[src/rtl/mulctl_pkg.sv]
package mulctl_pkg;
  typedef enum logic {
    FMT_BIN = 1'b0,
    FMT_DEC = 1'b1
  } fmt_e;
endpackage

[src/rtl/mulctl_bin_track.sv]
// Tracks binary operations in flight: a delay line that marks when each
// result emerges, and a drain counter that reaches zero once all have left.
module mulctl_bin_track #(
  parameter int LAT = 5
) (
  input  logic clk,
  input  logic rst_n,
  input  logic issue,
  output logic done,
  output logic drain_zero
);
  localparam int CW = $clog2(LAT + 1);

  logic [LAT-1:0] pipe_q, pipe_d;
  logic [CW-1:0]  drain_q, drain_d;
  logic           drain_en;

  always_comb begin
    pipe_d   = {pipe_q[LAT-2:0], issue};
    drain_en = issue || (drain_q != '0);
    if (issue) drain_d = CW'(LAT);
    else       drain_d = drain_q - 1'b1;
  end

  always_ff @(posedge clk or negedge rst_n) begin
    if (!rst_n) pipe_q <= '0;
    else        pipe_q <= pipe_d;
  end

  always_ff @(posedge clk or negedge rst_n) begin
    if (!rst_n)        drain_q <= '0;
    else if (drain_en) drain_q <= drain_d;
  end

  assign done       = pipe_q[LAT-1];
  assign drain_zero = (drain_q == '0);
endmodule

[src/rtl/mulctl_dec_seq.sv]
// Sequences one exclusive decimal operation: short pass, or a longer pass
// with rounding feedback chosen by a single sample of rnd_need.
module mulctl_dec_seq #(
  parameter int SHORT  = 5,
  parameter int LONG   = 15,
  parameter int RND_AT = 3
) (
  input  logic clk,
  input  logic rst_n,
  input  logic issue,
  input  logic rnd_need,
  output logic hold,
  output logic done,
  output logic fb_sel
);
  localparam int PW = $clog2(LONG + 1);

  logic [PW-1:0] phase_q, phase_d;
  logic          rnd_q, rnd_d;
  logic          active;

  always_comb begin
    active = (phase_q != '0);
    done   = active && ((phase_q == PW'(SHORT) && !rnd_q) ||
                        (phase_q == PW'(LONG)  &&  rnd_q));
    hold   = active && !done;
    fb_sel = rnd_q && (phase_q >= PW'(SHORT)) && (phase_q < PW'(LONG));

    if (issue)     phase_d = PW'(1);
    else if (hold) phase_d = phase_q + 1'b1;
    else           phase_d = '0;

    if (issue)                         rnd_d = 1'b0;
    else if (phase_q == PW'(RND_AT))   rnd_d = rnd_need;
    else if (!active)                  rnd_d = 1'b0;
    else                               rnd_d = rnd_q;
  end

  always_ff @(posedge clk or negedge rst_n) begin
    if (!rst_n) begin
      phase_q <= '0;
      rnd_q   <= 1'b0;
    end else begin
      phase_q <= phase_d;
      rnd_q   <= rnd_d;
    end
  end
endmodule

[src/rtl/mulctl_issue.sv]
// Admission decision for the single request port.
module mulctl_issue
  import mulctl_pkg::*;
(
  input  logic req_valid,
  input  logic req_fmt,
  input  logic dec_hold,
  input  logic drain_zero,
  output logic req_ready,
  output logic bin_issue,
  output logic dec_issue
);
  fmt_e fmt;

  always_comb begin
    fmt       = fmt_e'(req_fmt);
    req_ready = !dec_hold && ((fmt == FMT_BIN) || drain_zero);
    bin_issue = req_valid && req_ready && (fmt == FMT_BIN);
    dec_issue = req_valid && req_ready && (fmt == FMT_DEC);
  end
endmodule

[src/rtl/mulctl_top.sv]
module mulctl_top
  import mulctl_pkg::*;
#(
  parameter int BIN_LAT   = 5,
  parameter int DEC_SHORT = 5,
  parameter int DEC_LONG  = 15,
  parameter int RND_AT    = 3
) (
  input  logic clk,
  input  logic rst_n,
  input  logic req_valid,
  input  logic req_fmt,
  input  logic rnd_need,
  output logic req_ready,
  output logic fb_sel,
  output logic res_valid,
  output logic res_fmt
);
  logic bin_issue, dec_issue;
  logic bin_done, dec_done;
  logic dec_hold, drain_zero;

  mulctl_issue u_issue (
    .req_valid  (req_valid),
    .req_fmt    (req_fmt),
    .dec_hold   (dec_hold),
    .drain_zero (drain_zero),
    .req_ready  (req_ready),
    .bin_issue  (bin_issue),
    .dec_issue  (dec_issue)
  );

  mulctl_bin_track #(.LAT(BIN_LAT)) u_bin (
    .clk        (clk),
    .rst_n      (rst_n),
    .issue      (bin_issue),
    .done       (bin_done),
    .drain_zero (drain_zero)
  );

  mulctl_dec_seq #(.SHORT(DEC_SHORT), .LONG(DEC_LONG), .RND_AT(RND_AT)) u_dec (
    .clk      (clk),
    .rst_n    (rst_n),
    .issue    (dec_issue),
    .rnd_need (rnd_need),
    .hold     (dec_hold),
    .done     (dec_done),
    .fb_sel   (fb_sel)
  );

  always_comb begin
    res_valid = bin_done || dec_done;
    res_fmt   = dec_done ? logic'(FMT_DEC) : logic'(FMT_BIN);
  end
endmodule

[config.mk]
export PLATFORM = sky130hd
export DESIGN_NAME = mulctl_top
export DESIGN_NICKNAME = d
export VERILOG_FILES = /design/src/rtl/mulctl_pkg.sv /design/src/rtl/mulctl_bin_track.sv /design/src/rtl/mulctl_dec_seq.sv /design/src/rtl/mulctl_issue.sv /design/src/rtl/mulctl_top.sv
export SDC_FILE = /design/constraint.sdc
export NUM_CORES = 1
export LEC_CHECK = 0
export ABC_CLOCK_PERIOD_IN_PS = 2200
export CAP_MARGIN = 5
export CORE_AREA = 2 2 39 41
export DETAILED_ROUTE_END_ITERATION = 16
export DIE_AREA = 0 0 41 43
export DONT_BUFFER_PORTS = 1
export PLACE_DENSITY_LB_ADDON = 0.1
export SLEW_MARGIN = 15
export SYNTH_ARGS = -nofsm -noshare
export SYNTH_HDL_FRONTEND = slang
export SYNTH_SLANG_ARGS = --single-unit
[constraint.sdc]
create_clock -name clk -period 2.2 [get_ports clk]
set_clock_uncertainty 0.2 [all_clocks]
set_input_delay 0.22 -clock clk [delete_from_list [all_inputs] [get_ports clk]]
set_output_delay 0.22 -clock clk [all_outputs]
set_load 0.005 [all_outputs]
==> flow_summary.rst <==
.. list-table::
   :header-rows: 1

   * - Metric
     - Value
   * - Global routing usage summed across all routing layers
     - 0.1672
   * - Height of the die
     - 43 microns
   * - Routed wire length per instance
     - 13.02 microns
   * - Post-layout nets
     - 80
   * - CP Capture Type
     - output port
   * - Maximum number of pins on one net before global-route repair
     - 14
   * - Static leakage power
     - 0.3644 nW
   * - Fin. Hold Viols
     - 0
   * - Number of instances in the synthesized netlist
     - 63
   * - Max Root-Sink Buffers
     - 2
   * - Unrepaired setup endpoints after global routing
     - false
   * - Estimated wirelength of the detail-placed design
     - 824.2 microns
   * - Main synth FF type
     - dfrtp_1
   * - Drt initial violations
     - 7
   * - Commonest non-fill, non-tap cell in the layout
     - dfrtp_1
   * - Clock tree from TritonCTS
     - done
   * - Portion of the clock cycle consumed by the worst path in the final layout
     - 0.9474
   * - Syn Std Cell Area
     - 689.4 sq um
   * - Max IR drop VDD
     - 0.5167 mV
   * - Width of the die
     - 41 microns
   * - Via-to-Cell Ratio
     - 5.259
   * - Minimum period implied by the final worst setup slack
     - 2084 ps
   * - Final wirelength
     - 1.107 mm
   * - Layout cells sized above 1
     - 0.1159
   * - Distinct cell type count of the synthesized netlist
     - 28
   * - Via count of the first global-routing pass
     - 466
   * - Row cnt
     - 14
   * - Design Power
     - 831.5 uW
   * - Sequential element share of the synthesized area
     - 0.4719
   * - Post-synthesis register bit count
     - 13
   * - Post-route antenna net violation count
     - 0
   * - Synthesis-to-finish area growth
     - 10.71%
   * - Max-slew violations
     - 0
   * - Data required time at the worst endpoint
     - 1780 ps
   * - Setup-failing EPs final
     - 0
   * - Overall overflow remaining after global route
     - 0
   * - Category of the worst setup path launch point
     - register
   * - Maximum capacitance violations
     - 0
   * - Final standard cell area without fillers
     - 763.2 sq um
   * - Initial cell density of the core
     - 0.4982
   * - Net Count, Synth
     - 73
   * - Number of antenna violations at the first check in global routing
     - 0
   * - Number of warnings printed during yosys synthesis
     - 0
   * - 1st-pass router iterations
     - 4
   * - Async set or reset register ratio after synthesis
     - 1.000
   * - Antenna fix cells
     - 0
   * - Placer congestion estimate
     - 0.7380
   * - Path class of the lowest-slack min-delay path
     - in2reg
   * - CP Cell Sequence
     - inv_1 > ha_1 > or3b_4 > nand3_2 > a21boi_2
   * - Worst path buffer plus inverter count
     - 1
   * - Average cell area after synthesis
     - 10.94 sq um
   * - CTS clock-pin slew for the worst setup and hold paths
     - 70 ps
   * - Filler instances
     - 140
   * - Count of input and output buffers
     - 0
   * - Most used cells in the layout excluding fill and tap cells
     - 13 x dfrtp_1, 8 x nor2_1, 6 x inv_1, 5 x ha_1, 4 x dlygate4sd3_1
   * - Setup CP Type
     - reg2out
   * - Placed cell areas
     - 693.2 sq um
   * - Number of clock buffers inserted by TritonCTS
     - 3
   * - Number of vias after detailed routing
     - 447
   * - CP Max Fanout
     - 6
   * - Worst-margin pin slew
     - 563.9 ps
   * - Clock insertion delay at the later pin of the skew report
     - 270 ps
   * - Clock H-tree levels
     - 1
   * - Clk Tree Root Cell
     - clkbuf_4
   * - Run status
     - finished clean
   * - Delay of the slowest cell on the worst path
     - 410 ps
   * - Wire length of the first global-routing pass
     - 1.952 mm
   * - Yosys top cell by area
     - dfrtp_1
   * - Cell types with the largest area share after synthesis
     - dfrtp_1 47%, ha_1 9.1%, nor2_1 4.4%, a311oi_4 3.8%, inv_1 3.3%
   * - Area share of the largest cell type after synthesis
     - 0.4719
   * - PwrDens
     - 1089 mW/mm^2
   * - Number of enable-type register cells in the synthesized netlist
     - 0
   * - Remaining max-slew budget at the tightest pin
     - 0.6228
   * - Die Outline Area
     - 0.001763 sq mm
   * - TNS Setup
     - 0 ps
   * - Arrival time at the worst endpoint
     - 1660 ps
   * - Area of the core region
     - 0.001384 sq mm
   * - Number of setup buffers added after CTS
     - 0
   * - Category of cells accounting for the largest share of critical-path delay
     - simple AND/OR/NAND/NOR gates
   * - Utilization after layout
     - 0.5515
   * - Num Clock Sinks
     - 13
   * - Slowest stage cell on the critical path
     - dfrtp_1
   * - Final routed DRC violation total
     - 0
   * - Highest clock frequency the design can meet
     - 479.8 MHz
   * - Top Ports
     - 9
-- synth_stat cells (2+ instances only) --
master    number
a21boi_0       2
dfrtp_1       13
ha_1           5
inv_1          6
nand2b_1       3
nand3_1        3
nor2_1         8
nor2b_1        2
xnor2_1        2
-- cell families (layout without fill, tap and decap cells) --
| family | count (synthesis) | count (layout) | share of synthesized area |
|---|---|---|---|
| muxes | 1 | 1 | 0.01633 |
| AOI/OAI and AO/OA | 10 | 10 | 0.1343 |
| buffers and inverters | 8 | 14 | 0.05625 |
| xor gates and xnor gates | 3 | 3 | 0.03812 |
| adders and majority gates | 5 | 5 | 0.09074 |
| and+or+nand+nor | 23 | 23 | 0.1924 |
| DFF | 13 | 13 | 0.4719 |
-- timing repair --
action	in CTS	in global routing
hold endpoints to repair	16	0
hold buffers	4	0
setup endpoints to repair	0	1
gates resized for setup	0	2
-- state kept, by name, indices dropped and copies added (netlist names) --
| signal | flops |
|---|---|
| u_bin.drain_q | 3 |
| u_bin.pipe_q | 5 |
| u_dec.rnd_q | 1 |
| u_dec.phase_q | 4 |
-- stage by stage --
stage	worst slack (ps)	hold WS, ps	std cells
2_1_floorplan	422.2	-275.6	63
3_3_place_gp	359.5	-275.4	77
3_5_place_dp	333.0	-275.4	77
4_1_cts	24.49	51.46	85
5_1_grt	1.702	100.4	85
6_report	115.8	54.95	85
-- cell type report --
class	count	area, sq um	area share
well taps	16	20.02	0.02623
multi-input cells	42	329.1	0.4311
flip-flops and latches	13	325.3	0.4262
inverters	6	22.52	0.02951
clock buffers	4	26.28	0.03443
repair buffers	4	40.04	0.05246
-- worst register-to-register path: cells and delay by family (launching register included) --
family / cells / cell delay [ps]
multiplexers: 1 / 350
adder cells (fa/ha/maj): 1 / 180
AND/OR/NAND/NOR: 2 / 540
buffers and inverters: 1 / 80
flip-flops: 1 / 410
-- routing by layer --
metal | up-vias | routed length, microns | GRT usage
met5 | - | 0 | 0
met4 | 0 | 0 | 0.04000
met3 | 0 | 47 | 0.07853
met2 | 6 | 528 | 0.2500
met1 | 217 | 531 | 0.2138
li1 | 224 | - | -
-- worst paths after layout --
path / cells after the start / startpoint / slack (ps) / end
max: 5 / u_dec.phase_q[0] / 120 / req_ready
min: 3 / req_fmt / 50 / u_dec.rnd_q
max reg2reg: 5 / u_dec.phase_q[0] / 330 / u_dec.phase_q[0]
min reg2reg: 0 / u_bin.pipe_q[0] / 150 / u_bin.pipe_q[1]
max in group asynchronous: 1 / rst_n / 1250 / u_bin.pipe_q[0]
min in group asynchronous: 1 / rst_n / 180 / u_bin.pipe_q[1]
-- report_power, final --
part / switching (mW) / internal, mW
clock network: 0.0694 / 0.0701
logic: 0.167 / 0.164
registers: 0.0506 / 0.310
total: 0.287 / 0.544
No activity file was read; power rests on OpenSTA's default activity.
